**config.mk**
```make
export PLATFORM = sky130hd
export DESIGN_NAME = safe_gpio_port
export DESIGN_NICKNAME = d
export VERILOG_FILES = /design/src/rtl/safe_gpio_pkg.sv /design/src/rtl/safe_gpio_sync.sv /design/src/rtl/safe_gpio_regs.sv /design/src/rtl/safe_gpio_padctl.sv /design/src/rtl/safe_gpio_port.sv
export SDC_FILE = /design/constraint.sdc
export NUM_CORES = 1
export LEC_CHECK = 0
export BUFFER_PORTS_ARGS = -buffer_cell sky130_fd_sc_hd__clkbuf_2
export CAP_MARGIN = 5
export CORE_MARGIN = 8
export CORE_UTILIZATION = 50
export CTS_CLUSTER_SIZE = 20
export DETAILED_ROUTE_END_ITERATION = 8
export GPL_ROUTABILITY_DRIVEN = 0
export PLACE_DENSITY = 0.75
export SYNTH_ARGS = -nofsm -noshare
export SYNTH_HDL_FRONTEND = slang
export SYNTH_SLANG_ARGS = --single-unit
```
**constraint.sdc**
```tcl
create_clock -name clk -period 2.9 [get_ports clk]
set_input_delay 0.87 -clock clk [delete_from_list [all_inputs] [get_ports clk]]
set_output_delay 0.87 -clock clk [all_outputs]
set_load 0.005 [all_outputs]
```
**src/rtl/safe_gpio_pkg.sv**
```systemverilog
package safe_gpio_pkg;

    // Register selected by a decoded bus address; word index equals the encoding.
    typedef enum logic [2:0] {
        SEL_DIR  = 3'd0,
        SEL_DIN  = 3'd1,
        SEL_DOUT = 3'd2,
        SEL_SET  = 3'd3,
        SEL_CLR  = 3'd4,
        SEL_PDIS = 3'd5,
        SEL_PSEL = 3'd6,
        SEL_NONE = 3'd7
    } reg_sel_e;

endpackage

```
**src/rtl/safe_gpio_sync.sv**
```systemverilog
module safe_gpio_sync #(
    parameter int PINS = 8
) (
    input  logic            clk,
    input  logic            rst_n,
    input  logic [PINS-1:0] raw_in,
    output logic [PINS-1:0] sync_out
);

    typedef struct packed {
        logic [PINS-1:0] meta;
        logic [PINS-1:0] stab;
    } sync_t;

    sync_t s_d, s_q;

    always_comb begin
        s_d      = s_q;
        s_d.meta = raw_in;
        s_d.stab = s_q.meta;
    end

    always_ff @(posedge clk or negedge rst_n) begin
        if (!rst_n) begin
            s_q <= '0;
        end else begin
            s_q <= s_d;
        end
    end

    assign sync_out = s_q.stab;

    // second stage takes what the first stage held one cycle earlier
    a_r8_two_stage: assert property (@(posedge clk) disable iff (!rst_n)
        1'b1 |=> (s_q.stab == $past(s_q.meta)));

endmodule

```
**src/rtl/safe_gpio_regs.sv**
```systemverilog
module safe_gpio_regs
    import safe_gpio_pkg::*;
#(
    parameter int PINS   = 8,
    parameter int ADDR_W = 5
) (
    input  logic              clk,
    input  logic              rst_n,
    input  logic [ADDR_W-1:0] addr,
    input  logic              wr_en,
    input  logic [PINS-1:0]   wr_data,
    input  logic [PINS-1:0]   din_sync,
    output logic [PINS-1:0]   rd_data,
    output logic [PINS-1:0]   dir,
    output logic [PINS-1:0]   dout,
    output logic [PINS-1:0]   pdis,
    output logic [PINS-1:0]   psel
);

    localparam int IDX_W = ADDR_W - 2;

    typedef struct packed {
        logic [PINS-1:0] dir;
        logic [PINS-1:0] dout;
        logic [PINS-1:0] pdis;
        logic [PINS-1:0] psel;
    } regs_t;

    regs_t    r_d, r_q;
    reg_sel_e sel;

    // Address decode: word aligned only, anything else is unmapped
    always_comb begin
        sel = SEL_NONE;
        if (addr[1:0] == 2'b00) begin
            case (addr[ADDR_W-1:2])
                IDX_W'(0): sel = SEL_DIR;
                IDX_W'(1): sel = SEL_DIN;
                IDX_W'(2): sel = SEL_DOUT;
                IDX_W'(3): sel = SEL_SET;
                IDX_W'(4): sel = SEL_CLR;
                IDX_W'(5): sel = SEL_PDIS;
                IDX_W'(6): sel = SEL_PSEL;
                default:   sel = SEL_NONE;
            endcase
        end
    end

    // Next register state
    always_comb begin
        r_d = r_q;
        if (wr_en) begin
            case (sel)
                SEL_DIR:  r_d.dir  = wr_data;
                SEL_DOUT: r_d.dout = wr_data;
                SEL_SET:  r_d.dout = r_q.dout | wr_data;
                SEL_CLR:  r_d.dout = r_q.dout & ~wr_data;
                SEL_PDIS: r_d.pdis = wr_data;
                SEL_PSEL: r_d.psel = wr_data;
                default:  r_d      = r_q;
            endcase
        end
    end

    // Reset values: input, low, pull enabled, pull-down (same as reset phase)
    always_ff @(posedge clk or negedge rst_n) begin
        if (!rst_n) begin
            r_q <= '0;
        end else begin
            r_q <= r_d;
        end
    end

    // Read mux
    always_comb begin
        case (sel)
            SEL_DIR:  rd_data = r_q.dir;
            SEL_DIN:  rd_data = din_sync;
            SEL_DOUT: rd_data = r_q.dout;
            SEL_SET:  rd_data = r_q.dout;
            SEL_CLR:  rd_data = r_q.dout;
            SEL_PDIS: rd_data = r_q.pdis;
            SEL_PSEL: rd_data = r_q.psel;
            default:  rd_data = '0;
        endcase
    end

    assign dir  = r_q.dir;
    assign dout = r_q.dout;
    assign pdis = r_q.pdis;
    assign psel = r_q.psel;

    // every bit written as 1 through the set address ends up high
    a_r5_set_bits: assert property (@(posedge clk) disable iff (!rst_n)
        (wr_en && sel == SEL_SET) |=> ((r_q.dout & $past(wr_data)) == $past(wr_data)));

    // every bit written as 1 through the clear address ends up low
    a_r6_clr_bits: assert property (@(posedge clk) disable iff (!rst_n)
        (wr_en && sel == SEL_CLR) |=> ((r_q.dout & $past(wr_data)) == '0));

    // a write to data-in or an unmapped address keeps every register
    a_r10_no_side_write: assert property (@(posedge clk) disable iff (!rst_n)
        (wr_en && (sel == SEL_DIN || sel == SEL_NONE)) |=> $stable(r_q));

    // right after release the pull controls match the reset phase
    a_r11_release_clean: assert property (@(posedge clk) disable iff (!rst_n)
        $rose(rst_n) |-> (r_q.dir == '0 && r_q.pdis == '0 && r_q.psel == '0));

endmodule

```
**src/rtl/safe_gpio_padctl.sv**
```systemverilog
module safe_gpio_padctl #(
    parameter int PINS = 8
) (
    input  logic            clk,
    input  logic            rst_n,
    input  logic [PINS-1:0] dir,
    input  logic [PINS-1:0] dout,
    input  logic [PINS-1:0] pdis,
    input  logic [PINS-1:0] psel,
    output logic [PINS-1:0] pad_oe,
    output logic [PINS-1:0] pad_out,
    output logic [PINS-1:0] pad_pull_en,
    output logic [PINS-1:0] pad_pull_up
);

    // Per-pin pad control, forced safe while system reset is low
    for (genvar i = 0; i < PINS; i++) begin : g_pin
        always_comb begin
            if (!rst_n) begin
                pad_oe[i]      = 1'b0;
                pad_out[i]     = 1'b0;
                pad_pull_en[i] = 1'b1;
                pad_pull_up[i] = 1'b0;
            end else begin
                pad_oe[i]      = dir[i];
                pad_out[i]     = dir[i] & dout[i];
                pad_pull_en[i] = ~dir[i] & ~pdis[i];
                pad_pull_up[i] = psel[i];
            end
        end
    end

    // safe pad state whenever reset is low
    always_comb begin
        if (!rst_n) begin
            a_r1_safe_driver: assert ((pad_oe | pad_out) == '0);
            a_r2_reset_pull: assert (pad_pull_en == '1 && pad_pull_up == '0);
        end
    end

    // a driven-high pad always has its driver enabled
    a_r4_out_masked: assert property (@(posedge clk) disable iff (!rst_n)
        (pad_out & ~pad_oe) == '0);

    // a driving pin never has a pull resistor enabled
    a_r9_no_pull_on_output: assert property (@(posedge clk) disable iff (!rst_n)
        (pad_pull_en & pad_oe) == '0);

endmodule

```
**src/rtl/safe_gpio_port.sv**
```systemverilog
module safe_gpio_port #(
    parameter int PINS   = 8,
    parameter int ADDR_W = 5
) (
    input  logic              clk,
    input  logic              rst_n,
    input  logic [ADDR_W-1:0] addr,
    input  logic              wr_en,
    input  logic [PINS-1:0]   wr_data,
    output logic [PINS-1:0]   rd_data,
    input  logic [PINS-1:0]   pad_in,
    output logic [PINS-1:0]   pad_oe,
    output logic [PINS-1:0]   pad_out,
    output logic [PINS-1:0]   pad_pull_en,
    output logic [PINS-1:0]   pad_pull_up
);

    logic [PINS-1:0] din_sync;
    logic [PINS-1:0] dir, dout, pdis, psel;

    safe_gpio_sync #(.PINS(PINS)) u_sync (
        .clk      (clk),
        .rst_n    (rst_n),
        .raw_in   (pad_in),
        .sync_out (din_sync)
    );

    safe_gpio_regs #(.PINS(PINS), .ADDR_W(ADDR_W)) u_regs (
        .clk      (clk),
        .rst_n    (rst_n),
        .addr     (addr),
        .wr_en    (wr_en),
        .wr_data  (wr_data),
        .din_sync (din_sync),
        .rd_data  (rd_data),
        .dir      (dir),
        .dout     (dout),
        .pdis     (pdis),
        .psel     (psel)
    );

    safe_gpio_padctl #(.PINS(PINS)) u_pad (
        .clk         (clk),
        .rst_n       (rst_n),
        .dir         (dir),
        .dout        (dout),
        .pdis        (pdis),
        .psel        (psel),
        .pad_oe      (pad_oe),
        .pad_out     (pad_out),
        .pad_pull_en (pad_pull_en),
        .pad_pull_up (pad_pull_up)
    );

endmodule

```
==> parameters.txt <==
Parameter                              Value

Die
  Die extent in x    ~85 µm
  Boundary pin count    64
  Placeable Area    4630 µm²
  Initial Util    about half
  Row count    25
  Die height    about 85 µm
  Area enclosed by the die boundary    roughly 7200 µm²

Detailed routing
  Detailed Route WL    6170 µm
  First-iteration detailed-routing DRC count    216
  Vias per std cell    5.90
  Detailed-routing iteration count for the pre-antenna-repair pass    4
  Antenna Violating Nets Remaining    0
  WL per Instance    ~19 µm
  Vias    approximately 2000
  DRC Markers    0

Cells and area
  Non-filler instance count after layout    between 300 and 400
  Number of antenna repair diodes    0
  Final core area utilization    63.2%
  Synth-to-layout area growth    24.3%
  Most common cell after layout, fill and taps aside    sky130_fd_sc_hd__clkbuf_2
  Ratio of cells with drive above 1 in the final layout    43.4%
  Commonest cells after routing, fill and taps aside    sky130_fd_sc_hd__clkbuf_2 (63), sky130_fd_sc_hd__dfrtp_1 (48), sky130_fd_sc_hd__o211ai_1 (24), sky130_fd_sc_hd__mux2_2 (24), sky130_fd_sc_hd__buf_4 (17)
  Final nets    302

Power
  Total power divided by cell area    roughly 550 nW/µm²
  Peak supply drop    between 0.3 and 0.4 mV
  Net Sw Frac    28.7%
  P_leak    ~1.4 nW
  Clk network pwr share    ~25%
  Switching power    between 0.0004 and 0.0005 W
  Fraction of power consumed by sequential logic    a little over half
  Portion of total power attributed to combinational logic    around a fifth
  Internal Dissipation    between 0.001 and 0.0015 W

CTS
  Hold buffer count at CTS    0
  Clock tree from TritonCTS    yes
  TritonCTS buffer count    5
  Number of sinks on the clock net    48
  Maximum buffer depth of the clock tree    2
  Clk Latency, worst-skew pair    0.30 ns
  Buffer cell driving the clock tree root    sky130_fd_sc_hd__clkbuf_8
  Clock-pin transition on the worst setup and hold timing paths    about 0.090 ns
  H-tree level count    2

Yosys
  Portion of the post-synthesis area used by sequential elements    approximately half
  Number of synthesized register bits    48
  Syn avg cell area    roughly 12 µm²
  Mapped cell area    2350 µm²
  Post-Syn Instances    203
  Total of warnings raised by yosys    0
  Distinct cell type count after synthesis    27
  Synth Net Count    around 230

Worst setup path
  Worst-path cell chain    clkbuf_2 -> or3_1 -> buf_4 -> o221ai_1 -> clkbuf_2
  Depth of the most critical reg-to-reg path    1
  Setup slack on the worst flop-to-flop path    ~2.1 ns
  Most common cell type on the critical path    sky130_fd_sc_hd__clkbuf_2
  Largest fanout of any net on the critical path    4
  Required time at the worst-slack endpoint    around 2.0 ns
  R2r endpoint    u_regs.dir[3]
  Start of the worst register-to-register path    u_regs.dir[3]
  Critical path's largest stage delay    0.40 ns
  Type of element launching the critical path    input pin
  Critical Path Slowest Stage Cell    sky130_fd_sc_hd__or3_1
  Element type at the critical path end    output pin
  Critical Setup Path Class    input pin to output pin
  Arrival time worst endpoint    approximately 1.9 ns

STA
  Final-report max-slew violation count    0
  Hold slack    around 0.34 ns
  Headroom to the max-slew limit    between 60% and 70%
  Worst slew pin tran    0.511 ns
  Tcrit/Tclk final    a little over nine tenths
  Count of endpoints failing setup in the final report    0
  Final setup skew    between 0.007 and 0.008 ns
  Setup Total Neg Slack    0 ns
  Max Clock Freq    between 300 and 400 MHz
  Minimum clock period    between 2 and 3 ns
  Unrepaired setup endpoints after global routing    false
  Endpoints failing hold    0

GRT
  Number of antenna violations at the first check in global routing    0
  Via count of the first global-routing pass    around 2000
  Global-route track usage on met2    27.9%
  Total gr overflow    0
  Fraction of met3 tracks used by global routing    4.78%
  Maximum number of pins on one net before global-route repair    76
  Total track usage    between 15 and 20%
  First-pass GRT wire length    10400 µm
  GR Util met1    between 20 and 25%
  Top Usage Layer GRT    met2

Placed design
  Cell count after placement    ~330
  HPWL after detailed placement    approximately 4300 µm
  Number of buffer cells added on primary ports    63

Hold path
  Hold Path End    u_sync.sync_out[0]
  Type of the most critical hold path    register to register
  Startpoint of the lowest-slack hold path    u_sync.s_d[0]
  Cell count of the worst hold path    0

Run
  Max-cap violations    0

Outcome
  Result of the run    complete, no violations
[flip-flops by register name, summed over array words and instances (netlist names)]
name,count
u_sync.sync_out,8
u_regs.pdis,8
u_regs.dir,8
u_regs.psel,8
u_regs.dout,8
u_sync.s_d,8
[kinds of logic (layout without fill, tap and decap cells)]
kind of cell    after synthesis  in the layout  share of synthesized area [%]
simple gates                 52             52                           14.5
mux                          32             32                           14.9
flops                        48             48                           51.0
buf+inv                      22             98                           4.36
compound gates               49             49                           15.2
[repair_timing]
item | CTS | global route
endpoints found under the setup margin | 1 | 0
gates resized for setup | 1 | 0
setup buffers | 0 | 0
[worst max-delay path: cells and delay by family]
kind / cells / cell delay, ns
AO/OA/AOI/OAI: 1 / 0.22
AND/OR/NAND/NOR: 1 / 0.40
buffers and inverters: 3 / 0.43
[cell usage after synthesis]
library cell               number  share of area (%)
sky130_fd_sc_hd__nor3b_4        1               0.80
sky130_fd_sc_hd__nor2b_1        1               0.27
sky130_fd_sc_hd__and2_1        17                4.5
sky130_fd_sc_hd__nand3b_2       2               0.96
sky130_fd_sc_hd__and3_1         8                2.1
sky130_fd_sc_hd__o211ai_1      24                7.7
sky130_fd_sc_hd__a22oi_1        8                2.6
sky130_fd_sc_hd__o21a_1         1               0.32
sky130_fd_sc_hd__or3_1          1               0.27
sky130_fd_sc_hd__mux2_2        24                 11
sky130_fd_sc_hd__and3b_1        1               0.37
sky130_fd_sc_hd__nor3b_2        1               0.53
sky130_fd_sc_hd__and4b_1        1               0.43
sky130_fd_sc_hd__o21ai_0        8                1.7
sky130_fd_sc_hd__inv_1          8                1.3
sky130_fd_sc_hd__nor3_1         8                1.7
sky130_fd_sc_hd__buf_2          4               0.85
sky130_fd_sc_hd__dfrtp_1       48                 51
sky130_fd_sc_hd__o221ai_1       8                3.0
sky130_fd_sc_hd__clkbuf_1       5               0.80
sky130_fd_sc_hd__buf_6          1               0.48
sky130_fd_sc_hd__nand3_1        8                1.7
sky130_fd_sc_hd__buf_4          2               0.64
sky130_fd_sc_hd__mux2i_1        8                3.4
sky130_fd_sc_hd__nor2_2         2               0.53
sky130_fd_sc_hd__buf_1          2               0.32
sky130_fd_sc_hd__nand3b_1       1               0.32
[routing by layer]
layer	routed length, µm	part of all wire (%)	up-vias
met5	0	0	-
met4	87	1.4	0
met3	421	6.8	6
met2	2960	48	71
met1	2690	44	976
li1	-	-	911
[final cells by class]
class	count	area, µm²
clock buffer	6	82.6
multi-input combinational	133	1050
clock inverter	2	10.0
fill	414	1700
timing repair buffer	82	483
tap	54	67.6
inverter	8	30.0
sequential	48	1200
[power by group through the flow]
| stage | registers, W | logic [W] | clock network, W |
|---|---|---|---|
| after detailed placement | 0.000874 | 0.000339 | 0 |
| after CTS | 0.000862 | 0.000341 | 0.000414 |
| after global routing | 0.000881 | 0.000373 | 0.000440 |
| final | 0.000863 | 0.000337 | 0.000409 |
| after global placement | 0.000869 | 0.000330 | 0 |
| after floorplan | 0.000846 | 0.000196 | 0 |
[stage by stage]
step | power (W) | setup slack [ns] | instance area (µm²)
floorplan | 0.00104 | 0.244 | 2350
global placement | 0.00120 | 0.0240 | 2830
detailed placement | 0.00121 | 0.00220 | 2830
CTS | 0.00162 | 0.120 | 2930
global route | 0.00169 | 0.0499 | 2930
finish | 0.00161 | 0.119 | 2930
[worst max-delay path by stage]
stage                             to     from  slack (ns)
after floorplan           rd_data[0]  addr[1]        0.24
after global placement    rd_data[6]  addr[3]        0.02
after detailed placement  rd_data[6]  addr[3]       0.002
after CTS                 rd_data[6]  addr[2]        0.12
after global routing      rd_data[2]  addr[3]        0.05
final                     rd_data[6]  addr[2]        0.12
(Power assumes the default switching activity.)
